<file path="config.mk">
export PLATFORM = sky130hd
export DESIGN_NAME = sv_save_ctrl
export DESIGN_NICKNAME = d
export VERILOG_FILES = /design/src/rtl/sv_save_pkg.sv /design/src/rtl/sv_save_range.sv /design/src/rtl/sv_save_mode.sv /design/src/rtl/sv_commit_gap.sv /design/src/rtl/sv_save_ctrl.sv
export SDC_FILE = /design/constraint.sdc
export NUM_CORES = 1
export LEC_CHECK = 0
export ABC_AREA = 1
export BUFFER_PORTS_ARGS = -buffer_cell sky130_fd_sc_hd__buf_2
export CAP_MARGIN = 25
export CORE_MARGIN = 2
export CORE_UTILIZATION = 37
export CTS_CLUSTER_SIZE = 8
export DETAILED_ROUTE_END_ITERATION = 8
export GPL_TIMING_DRIVEN = 0
export PLACE_DENSITY = 0.77
export RECOVER_POWER = 100
export SETUP_SLACK_MARGIN = 0.5
export SLEW_MARGIN = 10
export SYNTH_ARGS = -nofsm -noshare
export SYNTH_HDL_FRONTEND = slang
export SYNTH_SLANG_ARGS = --single-unit
</file>
<file path="constraint.sdc">
create_clock -name clk -period 1.4 [get_ports clk]
set_clock_uncertainty 0.05 [all_clocks]
set_input_delay 0.28 -clock clk [delete_from_list [all_inputs] [get_ports clk]]
set_output_delay 0.28 -clock clk [all_outputs]
set_load 0.005 [all_outputs]
</file>
<file path="src/rtl/sv_save_pkg.sv">
package sv_save_pkg;
   localparam int unsigned MB_RDEN  = 0;
   localparam int unsigned MB_WPROT = 1;
   localparam int unsigned MB_EE    = 2;
   localparam int unsigned MB_FOUND = 4;

   typedef struct packed {
      logic found;
      logic ee;
      logic wprot;
      logic rden;
   } save_mode_t;

   function automatic logic [7:0] mode_to_byte(save_mode_t m);
      logic [7:0] b;
      b = 8'h00;
      b[MB_RDEN]  = m.rden;
      b[MB_WPROT] = m.wprot;
      b[MB_EE]    = m.ee;
      b[MB_FOUND] = m.found;
      return b;
   endfunction
endpackage

</file>
<file path="src/rtl/sv_save_range.sv">
module sv_save_range #(
   parameter int unsigned AW      = 24,
   parameter int unsigned SAVE_LO = 32'h0020_0000,
   parameter int unsigned SAVE_AW = 16,
   parameter int unsigned EE_ADDR = 32'h0020_0000
) (
   input  logic [AW-1:0]      addr,
   input  logic               ee_mode,
   output logic               hit,
   output logic [SAVE_AW-1:0] ofs
);
   localparam logic [AW:0]   LO_V  = (AW+1)'(SAVE_LO);
   localparam logic [AW:0]   HI_X  = (AW+1)'(SAVE_LO) + ((AW+1)'(1) << SAVE_AW);
   localparam logic [AW-1:0] EE_V  = AW'(EE_ADDR);
   localparam logic [AW-1:0] LO_AW = AW'(SAVE_LO);

   logic [AW:0]   addr_x;
   logic          hit_wide;
   logic          hit_pair;
   logic [AW-1:0] diff;

   assign addr_x   = {1'b0, addr};
   assign hit_wide = (addr_x >= LO_V) && (addr_x < HI_X);
   assign hit_pair = (addr[AW-1:1] == EE_V[AW-1:1]);
   assign hit      = ee_mode ? hit_pair : hit_wide;
   assign diff     = addr - LO_AW;
   assign ofs      = diff[SAVE_AW-1:0];
endmodule

</file>
<file path="src/rtl/sv_save_mode.sv">
module sv_save_mode
   import sv_save_pkg::*;
#(
   parameter int unsigned AW      = 24,
   parameter int unsigned EE_ADDR = 32'h0020_0000
) (
   input  logic       clk,
   input  logic       rst_n,
   input  logic       mreg_wr,
   input  logic [1:0] mreg_data,
   input  logic       win_wr,
   input  logic       win_rd,
   input  logic [AW-1:0] addr,
   output save_mode_t mode
);
   localparam logic [AW-1:0] EE_V  = AW'(EE_ADDR);
   localparam logic [AW-1:0] EE_HI = AW'(EE_ADDR) + AW'(1);

   save_mode_t nxt;
   logic       ee_match;

   assign ee_match = (addr[AW-1:1] == EE_V[AW-1:1]);

   always_comb begin
      nxt = mode;
      if (mreg_wr) begin
         nxt.rden  = mreg_data[0];
         nxt.wprot = mreg_data[1];
      end
      if (win_wr && !mode.found) begin
         nxt.found = 1'b1;
         if (ee_match) nxt.ee = 1'b1;
      end
      if (win_rd && mode.rden && !mode.found && (addr > EE_HI))
         nxt.found = 1'b1;
   end

   always_ff @(posedge clk) begin
      if (!rst_n) mode <= '0;
      else        mode <= nxt;
   end
endmodule

</file>
<file path="src/rtl/sv_commit_gap.sv">
module sv_commit_gap #(
   parameter int unsigned GAP = 46
) (
   input  logic clk,
   input  logic rst_n,
   input  logic commit,
   output logic ready
);
   generate
      if (GAP == 0) begin : g_none
         assign ready = 1'b1;
      end else begin : g_cnt
         localparam int unsigned CW = $clog2(GAP + 1);
         localparam logic [CW-1:0] LIM = CW'(GAP);
         logic [CW-1:0] cnt;
         assign ready = (cnt >= LIM);
         always_ff @(posedge clk) begin
            if (!rst_n)          cnt <= '0;
            else if (commit)     cnt <= CW'(1);
            else if (cnt < LIM)  cnt <= cnt + CW'(1);
         end
      end
   endgenerate
endmodule

</file>
<file path="src/rtl/sv_save_ctrl.sv">
module sv_save_ctrl
   import sv_save_pkg::*;
#(
   parameter int unsigned AW        = 24,
   parameter int unsigned SAVE_LO   = 32'h0020_0000,
   parameter int unsigned SAVE_AW   = 16,
   parameter int unsigned EE_ADDR   = 32'h0020_0000,
   parameter int unsigned MODE_ADDR = 32'h00A1_30F1,
   parameter int unsigned GAP       = 46
) (
   input  logic               clk,
   input  logic               rst_n,
   input  logic               acc_vld,
   input  logic               acc_wr,
   input  logic [AW-1:0]      acc_addr,
   input  logic [7:0]         acc_wdata,
   input  logic [7:0]         ram_rdata,
   input  logic [7:0]         ee_rdata,
   input  logic               dirty_clr,
   output logic               ram_sel,
   output logic               ram_we,
   output logic [SAVE_AW-1:0] ram_addr,
   output logic               ee_rd,
   output logic               ee_pend,
   output logic               ee_commit,
   output logic [7:0]         rd_data,
   output logic               dirty,
   output logic [7:0]         mode_o
);
   localparam logic [AW-1:0] MODE_V = AW'(MODE_ADDR);

   initial begin
      assert (AW >= 8 && AW <= 32) else $error("AW out of range");
      assert (SAVE_AW >= 1 && SAVE_AW < AW) else $error("SAVE_AW out of range");
      assert (GAP < 65536) else $error("GAP too large");
   end

   save_mode_t mode;
   logic       hit;
   logic       wr_acc, rd_acc;
   logic       win_wr, win_rd;
   logic       mreg_wr;
   logic       gap_ok;
   logic       ram_rd;

   assign wr_acc  = acc_vld &&  acc_wr;
   assign rd_acc  = acc_vld && !acc_wr;
   assign mreg_wr = wr_acc && (acc_addr == MODE_V);

   sv_save_range #(
      .AW(AW), .SAVE_LO(SAVE_LO), .SAVE_AW(SAVE_AW), .EE_ADDR(EE_ADDR)
   ) u_range (
      .addr(acc_addr), .ee_mode(mode.ee), .hit(hit), .ofs(ram_addr)
   );

   assign win_wr = wr_acc && hit;
   assign win_rd = rd_acc && hit;

   sv_save_mode #(
      .AW(AW), .EE_ADDR(EE_ADDR)
   ) u_mode (
      .clk(clk), .rst_n(rst_n), .mreg_wr(mreg_wr), .mreg_data(acc_wdata[1:0]),
      .win_wr(win_wr), .win_rd(win_rd), .addr(acc_addr), .mode(mode)
   );

   sv_commit_gap #(.GAP(GAP)) u_gap (
      .clk(clk), .rst_n(rst_n), .commit(ee_commit), .ready(gap_ok)
   );

   assign ee_pend   = win_wr && mode.ee;
   assign ee_commit = ee_pend && gap_ok;
   assign ee_rd     = win_rd && mode.ee;
   assign ram_we    = win_wr && !mode.ee && !mode.wprot;
   assign ram_rd    = win_rd && !mode.ee && mode.rden;
   assign ram_sel   = ram_we || ram_rd;

   always_comb begin
      if (ee_rd)       rd_data = ee_rdata;
      else if (ram_rd) rd_data = ram_rdata;
      else             rd_data = 8'h00;
   end

   always_ff @(posedge clk) begin
      if (!rst_n)                                  dirty <= 1'b0;
      else if (ram_we && (acc_wdata != ram_rdata)) dirty <= 1'b1;
      else if (dirty_clr)                          dirty <= 1'b0;
   end

   assign mode_o = mode_to_byte(mode);
endmodule

</file>
==> results of run 1 <==
worst max-delay path, delay by kind of cell:
family / cells / cell delay, ns
buf+inv: 3 / 0.51
simple gates: 6 / 0.75
compound gates: 1 / 0.16
report_power, final:
group	switching [W]	internal [W]
Combinational	0.000204	0.000247
Clock	0.000111	0.000111
Sequential	0.00000987	0.000318
Total	0.000324	0.000676
per-layer routing:
metal / share of wire, % / wire, um
met4: 8.4 / 603
met5: 0 / 0
met3: 8.0 / 571
met2: 51 / 3630
met1: 33 / 2350
how the worst min path moves through the flow:
stage / to / slack [ns] / startpoint / depth (start not counted)
2_1_floorplan: dirty / 0.33 / rst_n / 2
3_3_place_gp: u_gap.g_cnt.cnt[3] / 0.43 / u_gap.g_cnt.cnt[3] / 2
3_5_place_dp: u_gap.g_cnt.cnt[3] / 0.44 / u_gap.g_cnt.cnt[3] / 2
4_1_cts: dirty / 0.21 / dirty_clr / 4
5_1_grt: dirty / 0.19 / dirty_clr / 4
6_report: dirty / 0.19 / dirty_clr / 4
sequential cells by signal (all words and copies together), names as in the netlist:
| register | cells |
|---|---|
| u_gap.g_cnt.cnt | 6 |
| u_mode.mode | 4 |
| dirty | 1 |
layout make-up:
class	instances	area, um2
tap	44	55.1
clock buffer	4	26.3
sequential	11	236
inverter	25	116
fill	167	509
buffer	22	134
timing repair buffer	118	1010
multi-input combinational	152	1040
stage by stage:
step                std cells  setup WS, ns  power, W
floorplan                 210       -0.0681  0.000472
global placement          340        -0.465  0.000607
detailed placement        340        -0.500  0.000610
CTS                       363        -0.396  0.000937
global route              376        -0.774   0.00105
finish                    376        -0.623   0.00100
layout by cell type (no fill, tap or decap), types with 2 or more instances in the layout:
master     n
dfxtp_1    2
xnor2_1    9
ha_1       2
clkbuf_4   3
inv_4      2
o21ai_1    4
nor2_1    21
buf_6     35
nand3_2    8
nor2_2     4
inv_1     17
nor3_1     2
conb_1     4
nand2_1   32
buf_2     43
nand2_2   15
o21ai_4    2
clkbuf_1  14
buf_4     31
buf_8     16
nand3_1    4
nand4_1   11
inv_2      4
dfxtp_2    7
a21oi_1    2
nor2_4    18
dfxtp_4    2
cell families (layout without fill, tap and decap cells):
| family | count (synthesis) | count (layout) | synth area share (%) |
|---|---|---|---|
| flip-flops | 11 | 11 | 17.8 |
| adder cells (fa/ha/maj) | 2 | 2 | 2.02 |
| AO/OA/AOI/OAI | 13 | 13 | 7.28 |
| buffers and inverters | 47 | 169 | 20.7 |
| XOR/XNOR | 10 | 10 | 7.08 |
| other | 1 | 4 | 0.303 |
| AND/OR/NAND/NOR | 123 | 123 | 44.8 |
timing repair:
item	4_1_cts	5_1_grt
pin swaps	28	47
setup endpoints to repair	45	45
resized for setup	107	61
cloned	0	0
setup buffers	19	13
hold endpoints to repair	0	0
==> reports/results.txt, run 1 <==
Fin crit share: 145%
Post-Synthesis Cells: 207
Iteration-0 DRC count of the detailed router: 239
Placed cell areas: 1790 um2
Reg2reg start: u_mode.mode[2]
Cell Area, Synth: 1240 um2
Final nets: 388
Core ar.: 3130 um2
Most Used Layer, Global Route: met2
Initial DRT Pass Iterations: 4
Critical path cell sequence: buf_4, nor2_4, nand2_2, nor2_4, nand3_4, nand2_2, nand4_1, buf_4, o21ai_1, buf_2
Ranking of synthesized cells by area: dfxtp_1 (18%), nand2_1 (15%), buf_4 (13%)
R2R setup slack: -0.23 ns
Worst-case clock buffer depth: 2
Die W: 61.8 um
Clock sinks: 11
Startpoint Class: input pin
R2R depth: 11
Largest net degree at the start of global routing: 11
CP Launch Point: acc_addr[17]
Met1 usage: 25.7%
CP endpoint: ram_sel
Layout cells sized above 1: 60.5%
CTS tree: yes
Count leader, synth: nand2_1
Met3 GRT Util: 7.45%
DR vias/cell: 5.48
Setup TNS: -8.56 ns
Fmax: 494 MHz
Via count: 2061
HPWL reported at the end of detailed placement: 2830 um
Clk_lat worst skew: 0.27 ns
CP max-delay cell: buf_4
Worst Setup Slack, final: -0.623 ns
Max_cap viols: 0
P_leak: 1.26 nW
Final ANT Viol Nets: 0
Initial Util: 39.6%
Grt total ovfl: 0
Max VDD drop: 0.000460 V
Required @ worst endpoint: 1.07 ns
#FFs+latches synth: 11
Hold WS: 0.194 ns
Ys flop type: dfxtp_1
Final instance area: 2620 um2
Finished Core Util: 83.7%
Syn_area_per_cell: 5.98 um2
RSZ-0062 raised after global routing: yes
Post-synth top area share: 17.8%
GRT Total Usage: 27.3%
H-tree lvl count: 1
Wirelength per Cell: 19.0 um
EDFF count, synth: 0
Worst-path fanout max: 3
CP peak stage delay: 0.22 ns
Yosys top cell by area: dfxtp_1
Final Wtd Congestion: 0.788
Status: complete, but fails checks
CTS clk-pin slew, worst paths: 0.07 ns
WP data arrival: 1.69 ns
Failing checks: setup timing
WL final: 7150 um
IO Count: 91
Hold crit path type: in2reg
Root Buffer: clkbuf_4
Site Rows: 20
Ys Warns: 0
Synth cell count leaders: nand2_1 (48), nor2_1 (39), inv_1 (22)
Seq/Total Area, Yosys: 17.8%
P&R area growth vs syn: 112%
PortBufs: 86
CP endpoint kind: output pin
Initial antenna violation count: 0
CP Class: in2out
DRC viols: 0
Distinct cells, synth: 28
Vias in the first global route: 1816
Fin crit period: 2.02 ns
Die area: 3820 um2
Worst R2R End: u_gap.g_cnt.cnt[0]
First-pass GRT wire length: 7690 um
Hold_buf cts: 0
Final Setup Violations: 21
Pwr/cell area: 382 nW/um2
Die height: 61.8 um
Slew Limit Fails: 0
GR Util met2: 51.1%
CTS buffer count: 3
Post-synth ARST share: 0%
Ant. Diodes: 0
Final hold violations: 0
(Power assumes the default switching activity.)
==> run 2, diff against run 1 <==
--- a/config.mk
+++ b/config.mk
@@ -8,6 +8,7 @@
 export ABC_AREA = 1
 export BUFFER_PORTS_ARGS = -buffer_cell sky130_fd_sc_hd__buf_2
 export CAP_MARGIN = 25
+export CORE_ASPECT_RATIO = 1.1
 export CORE_MARGIN = 2
 export CORE_UTILIZATION = 37
 export CTS_CLUSTER_SIZE = 8
==> reports/results.txt, run 2 (synthesized netlist as in run 1, its figures left out) <==
CP endpoint kind: output pin (unchanged)
Max reg flops: 6 (unchanged)
CTS tree: yes (unchanged)
Fin crit share: 149% (was 145%)
Fin crit period: 2.09 ns (was 2.02 ns)
Critical path buffers and inverters: 4 (was 3)
Wirelength per Cell: 21.3 um (was 19.0 um)
Commonest non-fill, non-tap cell in the layout: buf_6 (was buf_2)
Power, Total: 0.00105 W (was 0.00100 W)
Failing checks: setup timing (unchanged)
Via count: 2149 (was 2061)
Layout cells sized above 1: 60.3% (was 60.5%)
GRT Total Usage: 28.8% (was 27.3%)
Initial Util: 37.8% (was 39.6%)
Initial DRT Pass Iterations: 7 (was 4)
CTS buffer count: 3 (unchanged)
CP max-delay cell: a21boi_4 (was buf_4)
Worst hold path depth: 4 (unchanged)
Required @ worst endpoint: 1.07 ns (about the same)
Multi-input logic area: 1050 um2 (was 1040 um2)
P_leak: 1.31 nW (was 1.26 nW)
Worst-case clock buffer depth: 2 (unchanged)
CP peak stage delay: 0.20 ns (was 0.22 ns)
Slew Limit Fails: 0 (unchanged)
CP most frequent cell: nor2_4
Largest net degree at the start of global routing: 11 (unchanged)
Die area: 3820 um2 (about the same)
Hold crit path type: in2reg (unchanged)
DRC viols: 0 (unchanged)
Final hold violations: 0 (unchanged)
Clk_lat worst skew: 0.28 ns (was 0.27 ns)
Hold path endpoint: dirty (unchanged)
Startpoint Class: input pin (unchanged)
Max VDD drop: 0.000617 V (was 0.000460 V)
Cell family with most CP delay: simple AND/OR/NAND/NOR gates (unchanged)
Fillers: 180 (was 167)
WL final: 7910 um (was 7150 um)
Reg2reg start: u_mode.mode[2] (unchanged)
Finished Core Util: 82.2% (was 83.7%)
Die W: 59.1 um (was 61.8 um)
Final nets: 391 (was 388)
Core ar.: 3280 um2 (was 3130 um2)
Vias in the first global route: 1824 (was 1816)
Pwr/cell area: 390 nW/um2 (was 382 nW/um2)
WP data arrival: 1.76 ns (was 1.69 ns)
R2R setup slack: -0.16 ns (was -0.23 ns)
Iteration-0 DRC count of the detailed router: 242 (was 239)
Final ANT Viol Nets: 0 (unchanged)
RSZ-0062 raised after global routing: yes (unchanged)
Max_cap viols: 0 (unchanged)
Hold WS: 0.189 ns (was 0.194 ns)
Fmax: 478 MHz (was 494 MHz)
R2R depth: 8 (was 11)
Layout Cells excl Fill: 371 (was 376)
Root Buffer: clkbuf_4 (unchanged)
Worst R2R End: u_gap.g_cnt.cnt[4] (was u_gap.g_cnt.cnt[0])
PortBufs: 86 (unchanged)
CTS clk-pin slew, worst paths: 0.07 ns (about the same)
Critical path cell sequence: buf_8, nor2_4, nand2_2, nor2_4, nand3_2, buf_4, a21boi_4, buf_6, nand4_1, o21ai_0, buf_2 (was buf_4, nor2_4, nand2_2, nor2_4, nand3_4, nand2_2, nand4_1, buf_4, o21ai_1, buf_2)
H-tree lvl count: 1 (unchanged)
IO Count: 91 (unchanged)
Ant. Diodes: 0 (unchanged)
Final Wtd Congestion: 0.733 (was 0.788)
DP Cell Count: 332 (was 340)
Most frequent cells in the layout: buf_6 (42), buf_2 (40), nand2_1 (35) (was buf_2 (43), buf_6 (35), nand2_1 (32))
Site Rows: 22 (was 20)
First-pass GRT wire length: 8380 um (was 7690 um)
Grt total ovfl: 0 (unchanged)
DR vias/cell: 5.79 (was 5.48)
Hold_sp: dirty_clr (unchanged)
HPWL reported at the end of detailed placement: 2800 um (was 2830 um)
Hold_buf cts: 0 (unchanged)
Die height: 64.7 um (was 61.8 um)
P&R area growth vs syn: 117% (was 112%)
Status: complete, but fails checks (unchanged)
Largest Register: u_gap.g_cnt.cnt (unchanged)
Worst-path fanout max: 3 (unchanged)
Clock sinks: 11 (unchanged)
Biggest regs: u_gap.g_cnt.cnt (6), u_mode.mode (4), dirty (1) (unchanged)
Register area: 235 um2 (was 236 um2)
Initial antenna violation count: 0 (unchanged)
Worst Setup Slack, final: -0.692 ns (was -0.623 ns)
Final Setup Violations: 23 (was 21)
CP Class: in2out (unchanged)
-- run 2: worst max path at each step --
stage,cells after the start,start,endpoint,slack [ns]
final,11,acc_addr[9],ram_sel,-0.69
after global routing,11,acc_addr[9],ram_sel,-0.79
after CTS,11,acc_addr[9],rd_data[4],-0.40
after detailed placement,11,acc_addr[23],rd_data[1],-0.46
after global placement,11,acc_addr[23],rd_data[1],-0.46
after floorplan,9,acc_addr[21],rd_data[0],-0.07
-- run 2: where the power goes --
| group | internal [W] | total [W] | switching [W] |
|---|---|---|---|
| combinational | 0.000266 | 0.000489 | 0.000224 |
| clock | 0.000111 | 0.000233 | 0.000122 |
| sequential | 0.000317 | 0.000327 | 0.00000953 |
| total | 0.000694 | 0.00105 | 0.000356 |
-- run 2: worst min-delay path: stages --
cell	delay, ns
buf_2	0.07
o21ai_1	0.05
nand2_1	0.05
inv_1	0.03
-- run 2: layer usage --
metal / vias up / track usage, % / routed length [um]
met5: - / 0 / 0
met4: 0 / 15.6 / 685
met3: 75 / 4.79 / 569
met2: 183 / 55.7 / 4150
met1: 999 / 27.6 / 2510
li1: 892 / - / -
-- run 2: final cells by class --
| class | count | area share (%) |
|---|---|---|
| well taps | 36 | 1.67 |
| repair inverters | 1 | 0.232 |
| repair buffers | 120 | 40.2 |
| multi-input cells | 152 | 39.0 |
| inverters | 25 | 4.23 |
| clock buffers | 4 | 0.976 |
| plain buffers | 22 | 4.93 |
| flip-flops and latches | 11 | 8.74 |
-- run 2: stage by stage --
step                      setup TNS (ns)  instance area (um2)  setup WS [ns]
final                             -11.15                 2690         -0.692
after global placement             -6.31                 1780         -0.456
after global routing              -14.49                 2690         -0.791
after CTS                          -4.82                 2440         -0.402
after detailed placement           -6.63                 1780         -0.460
after floorplan                   -0.525                 1310        -0.0681
-- run 2: what timing repair did --
action	4_1_cts	5_1_grt
resized for setup	103	74
pin swaps	27	25
buffers inserted	23	11
setup endpoints to repair	45	45
cloned	0	1
==> run 3, diff against run 2 <==
--- a/config.mk
+++ b/config.mk
@@ -5,16 +5,15 @@
 export SDC_FILE = /design/constraint.sdc
 export NUM_CORES = 1
 export LEC_CHECK = 0
-export ABC_AREA = 1
 export BUFFER_PORTS_ARGS = -buffer_cell sky130_fd_sc_hd__buf_2
 export CAP_MARGIN = 25
 export CORE_ASPECT_RATIO = 1.1
 export CORE_MARGIN = 2
-export CORE_UTILIZATION = 37
+export CORE_UTILIZATION = 36
 export CTS_CLUSTER_SIZE = 8
 export DETAILED_ROUTE_END_ITERATION = 8
 export GPL_TIMING_DRIVEN = 0
-export PLACE_DENSITY = 0.77
+export PLACE_DENSITY = 0.76
 export RECOVER_POWER = 100
 export SETUP_SLACK_MARGIN = 0.5
 export SLEW_MARGIN = 10
==> reports/results.txt, run 3 <==
Multi-input logic area: 933 um2 (was 1050 um2)
Die height: 64.8 um (was 64.7 um)
EDFF count, synth: 0 (unchanged)
H-tree lvl count: 1 (unchanged)
Hold_sp: acc_wdata[1] (was dirty_clr)
Pwr/cell area: 407 nW/um2 (was 390 nW/um2)
Final instance area: 2350 um2 (was 2690 um2)
Post-synth ARST share: 0% (unchanged)
Hold_buf cts: 0 (unchanged)
Initial Util: 37.0% (was 37.8%)
Final hold violations: 0 (unchanged)
Clock sinks: 11 (unchanged)
Root Buffer: clkbuf_4 (unchanged)
Met3 GRT Util: 1.80% (was 4.79%)
CTS buffer count: 3 (unchanged)
First-pass GRT wire length: 6780 um (was 8380 um)
Synth cell count leaders: buf_4 (22), dfxtp_1 (11), nand2_1 (10) (was nand2_1 (48), nor2_1 (39), inv_1 (22))
Biggest regs: u_gap.g_cnt.cnt (6), u_mode.mode (4), dirty (1) (unchanged)
Post-Synthesis Cells: 137 (was 207)
Worst-case clock buffer depth: 2 (unchanged)
Startpoint Class: register (was input pin)
Layout cells sized above 1: 62.5% (was 60.3%)
Worst hold path depth: 3 (was 4)
Via count: 1528 (was 2149)
P&R area growth vs syn: 94.2% (was 117%)
Final Wtd Congestion: 0.849 (was 0.733)
Seq/Total Area, Yosys: 18.2% (was 17.8%)
Fillers: 246 (was 180)
PortBufs: 85 (was 86)
Worst R2R End: u_mode.mode[2] (was u_gap.g_cnt.cnt[4])
Reg2reg start: u_mode.mode[2] (unchanged)
Largest net degree at the start of global routing: 11 (unchanged)
Ranking of synthesized cells by area: dfxtp_1 (18%), buf_4 (14%), nor4_4 (8.8%) (was dfxtp_1 (18%), nand2_1 (15%), buf_4 (13%))
CP Launch Point: u_mode.mode[0] (was acc_addr[9])
Most Used Layer, Global Route: met2 (unchanged)
Largest Register: u_gap.g_cnt.cnt (unchanged)
WL final: 4860 um (was 7910 um)
Ys flop type: dfxtp_1 (unchanged)
Max_cap viols: 0 (unchanged)
Setup TNS: -8.69 ns (was -11.15 ns)
R2R depth: 7 (was 8)
DP Cell Count: 261 (was 332)
DRC viols: 0 (unchanged)
Hold crit path type: in2reg (unchanged)
Max reg flops: 6 (unchanged)
Slew Limit Fails: 0 (unchanged)
Fin crit period: 1.97 ns (was 2.09 ns)
Initial antenna violation count: 0 (unchanged)
Site Rows: 22 (unchanged)
Register area: 234 um2 (was 235 um2)
Core ar.: 3280 um2 (unchanged)
Distinct cells, synth: 41 (was 28)
Met1 usage: 24.6% (was 27.6%)
Ys Warns: 0 (unchanged)
Yosys top cell by area: dfxtp_1 (unchanged)
Post-synth top area share: 18.2% (was 17.8%)
CP endpoint: rd_data[1] (was ram_sel)
Syn_area_per_cell: 8.84 um2 (was 5.98 um2)
CP Class: reg2out (was in2out)
Iteration-0 DRC count of the detailed router: 24 (was 242)
Failing checks: setup timing (unchanged)
Clk_lat worst skew: 0.29 ns (was 0.28 ns)
Final ANT Viol Nets: 0 (unchanged)
GR Util met2: 42.9% (was 55.7%)
CP endpoint kind: output pin (unchanged)
Vias in the first global route: 1438 (was 1824)
Count leader, synth: buf_4 (was nand2_1)
RSZ-0062 raised after global routing: yes (unchanged)
GRT Total Usage: 22.9% (was 28.8%)
Wirelength per Cell: 16.8 um (was 21.3 um)
Cell Area, Synth: 1210 um2 (was 1240 um2)
Fin crit share: 141% (was 149%)
IO Count: 91 (unchanged)
Die W: 59.3 um (was 59.1 um)
Ant. Diodes: 0 (unchanged)
Die area: 3850 um2 (was 3820 um2)
P_leak: 1.12 nW (was 1.31 nW)
R2R setup slack: -0.17 ns (was -0.16 ns)
Fmax: 507 MHz (was 478 MHz)
Required @ worst endpoint: 1.07 ns (about the same)
Max VDD drop: 0.000387 V (was 0.000617 V)
Final Setup Violations: 24 (was 23)
Commonest non-fill, non-tap cell in the layout: buf_2 (was buf_6)
DR vias/cell: 5.29 (was 5.79)
HPWL reported at the end of detailed placement: 2540 um (was 2800 um)
Layout Cells excl Fill: 289 (was 371)
Most frequent cells in the layout: buf_2 (49), buf_6 (35), buf_4 (19) (was buf_6 (42), buf_2 (40), nand2_1 (35))
#FFs+latches synth: 11 (unchanged)
Initial DRT Pass Iterations: 4 (was 7)
Placed cell areas: 1710 um2 (was 1780 um2)
WP data arrival: 1.64 ns (was 1.76 ns)
CTS tree: yes (unchanged)
Status: complete, but fails checks (unchanged)
CTS clk-pin slew, worst paths: 0.07 ns (about the same)
Final nets: 309 (was 391)
Finished Core Util: 71.8% (was 82.2%)
Grt total ovfl: 0 (unchanged)
Worst Setup Slack, final: -0.571 ns (was -0.692 ns)
Worst-path fanout max: 8 (was 3)
-- run 3: cell types whose count changed after synthesis, moves of 3 or more --
cell	previous run	this run
xor2_1	1	8
nand4_1	11	1
nand3_1	11	8
nand2_1	48	10
a22o_1	0	9
nor2_2	3	0
o21ai_0	5	1
nor4_1	1	5
nor4_4	0	5
xnor2_1	9	3
nor2_1	39	8
nor3_1	3	0
inv_1	22	5
-- run 3: cell families (layout without fill, tap and decap cells) --
kind of cell	after synthesis	in the layout	synth area share [%]
other	1	4	0.310
muxes	2	2	1.65
adders and majority gates	2	2	2.07
xor gates and xnor gates	11	11	7.96
DFF	11	11	18.2
AOI/OAI and AO/OA	29	29	19.7
buffers and inverters	29	142	16.4
and+or+nand+nor	52	52	33.7
-- run 3: worst min-delay path by stage --
stage                     endpoint  slack [ns]
finish              u_mode.mode[1]        0.22
global placement    u_mode.mode[0]        0.42
floorplan           u_mode.mode[0]        0.37
detailed placement  u_mode.mode[0]        0.43
CTS                 u_mode.mode[1]        0.22
global route        u_mode.mode[0]        0.22
-- run 3: critical path: stages, from the launching register on --
cell     delay, ns
dfxtp_2       0.35
nor2b_1       0.24
nand2_1       0.14
nor3_4        0.26
buf_12        0.15
a22o_1        0.11
buf_2         0.11
-- run 3: layout make-up --
class / instances / share of cell area [%]
buffer: 24 / 7.39
tap: 36 / 1.91
inverter: 5 / 0.904
clock buffer: 4 / 1.12
timing repair buffer: 109 / 39.0
multi-input combinational: 100 / 39.7
sequential: 11 / 9.95
-- run 3: stage by stage --
step	total power (W)	setup slack, ns	hold WS, ns
after global placement	0.000599	-0.816	0.424
after CTS	0.000942	-0.518	0.218
after floorplan	0.000458	-0.376	0.372
after global routing	0.000997	-0.647	0.220
after detailed placement	0.000605	-0.800	0.428
final	0.000957	-0.571	0.216
-- run 3: power breakdown --
| part | internal (W) | switching (W) |
|---|---|---|
| registers | 0.000319 | 0.0000147 |
| clock network | 0.000111 | 0.000123 |
| logic | 0.000231 | 0.000158 |
-- run 3: routing by layer --
metal  vias up  share of wire, %
li1        717                 -
met2        55                56
met4         0               2.7
met5         -                 0
met3        11               4.4
met1       745                37
-- run 3: what timing repair did --
item,in CTS,in global routing
setup endpoints to repair,45,45
setup buffers,14,9
endpoints found under the hold margin,0,0
resized for setup,104,18
gates cloned,1,0
pin swaps,22,13
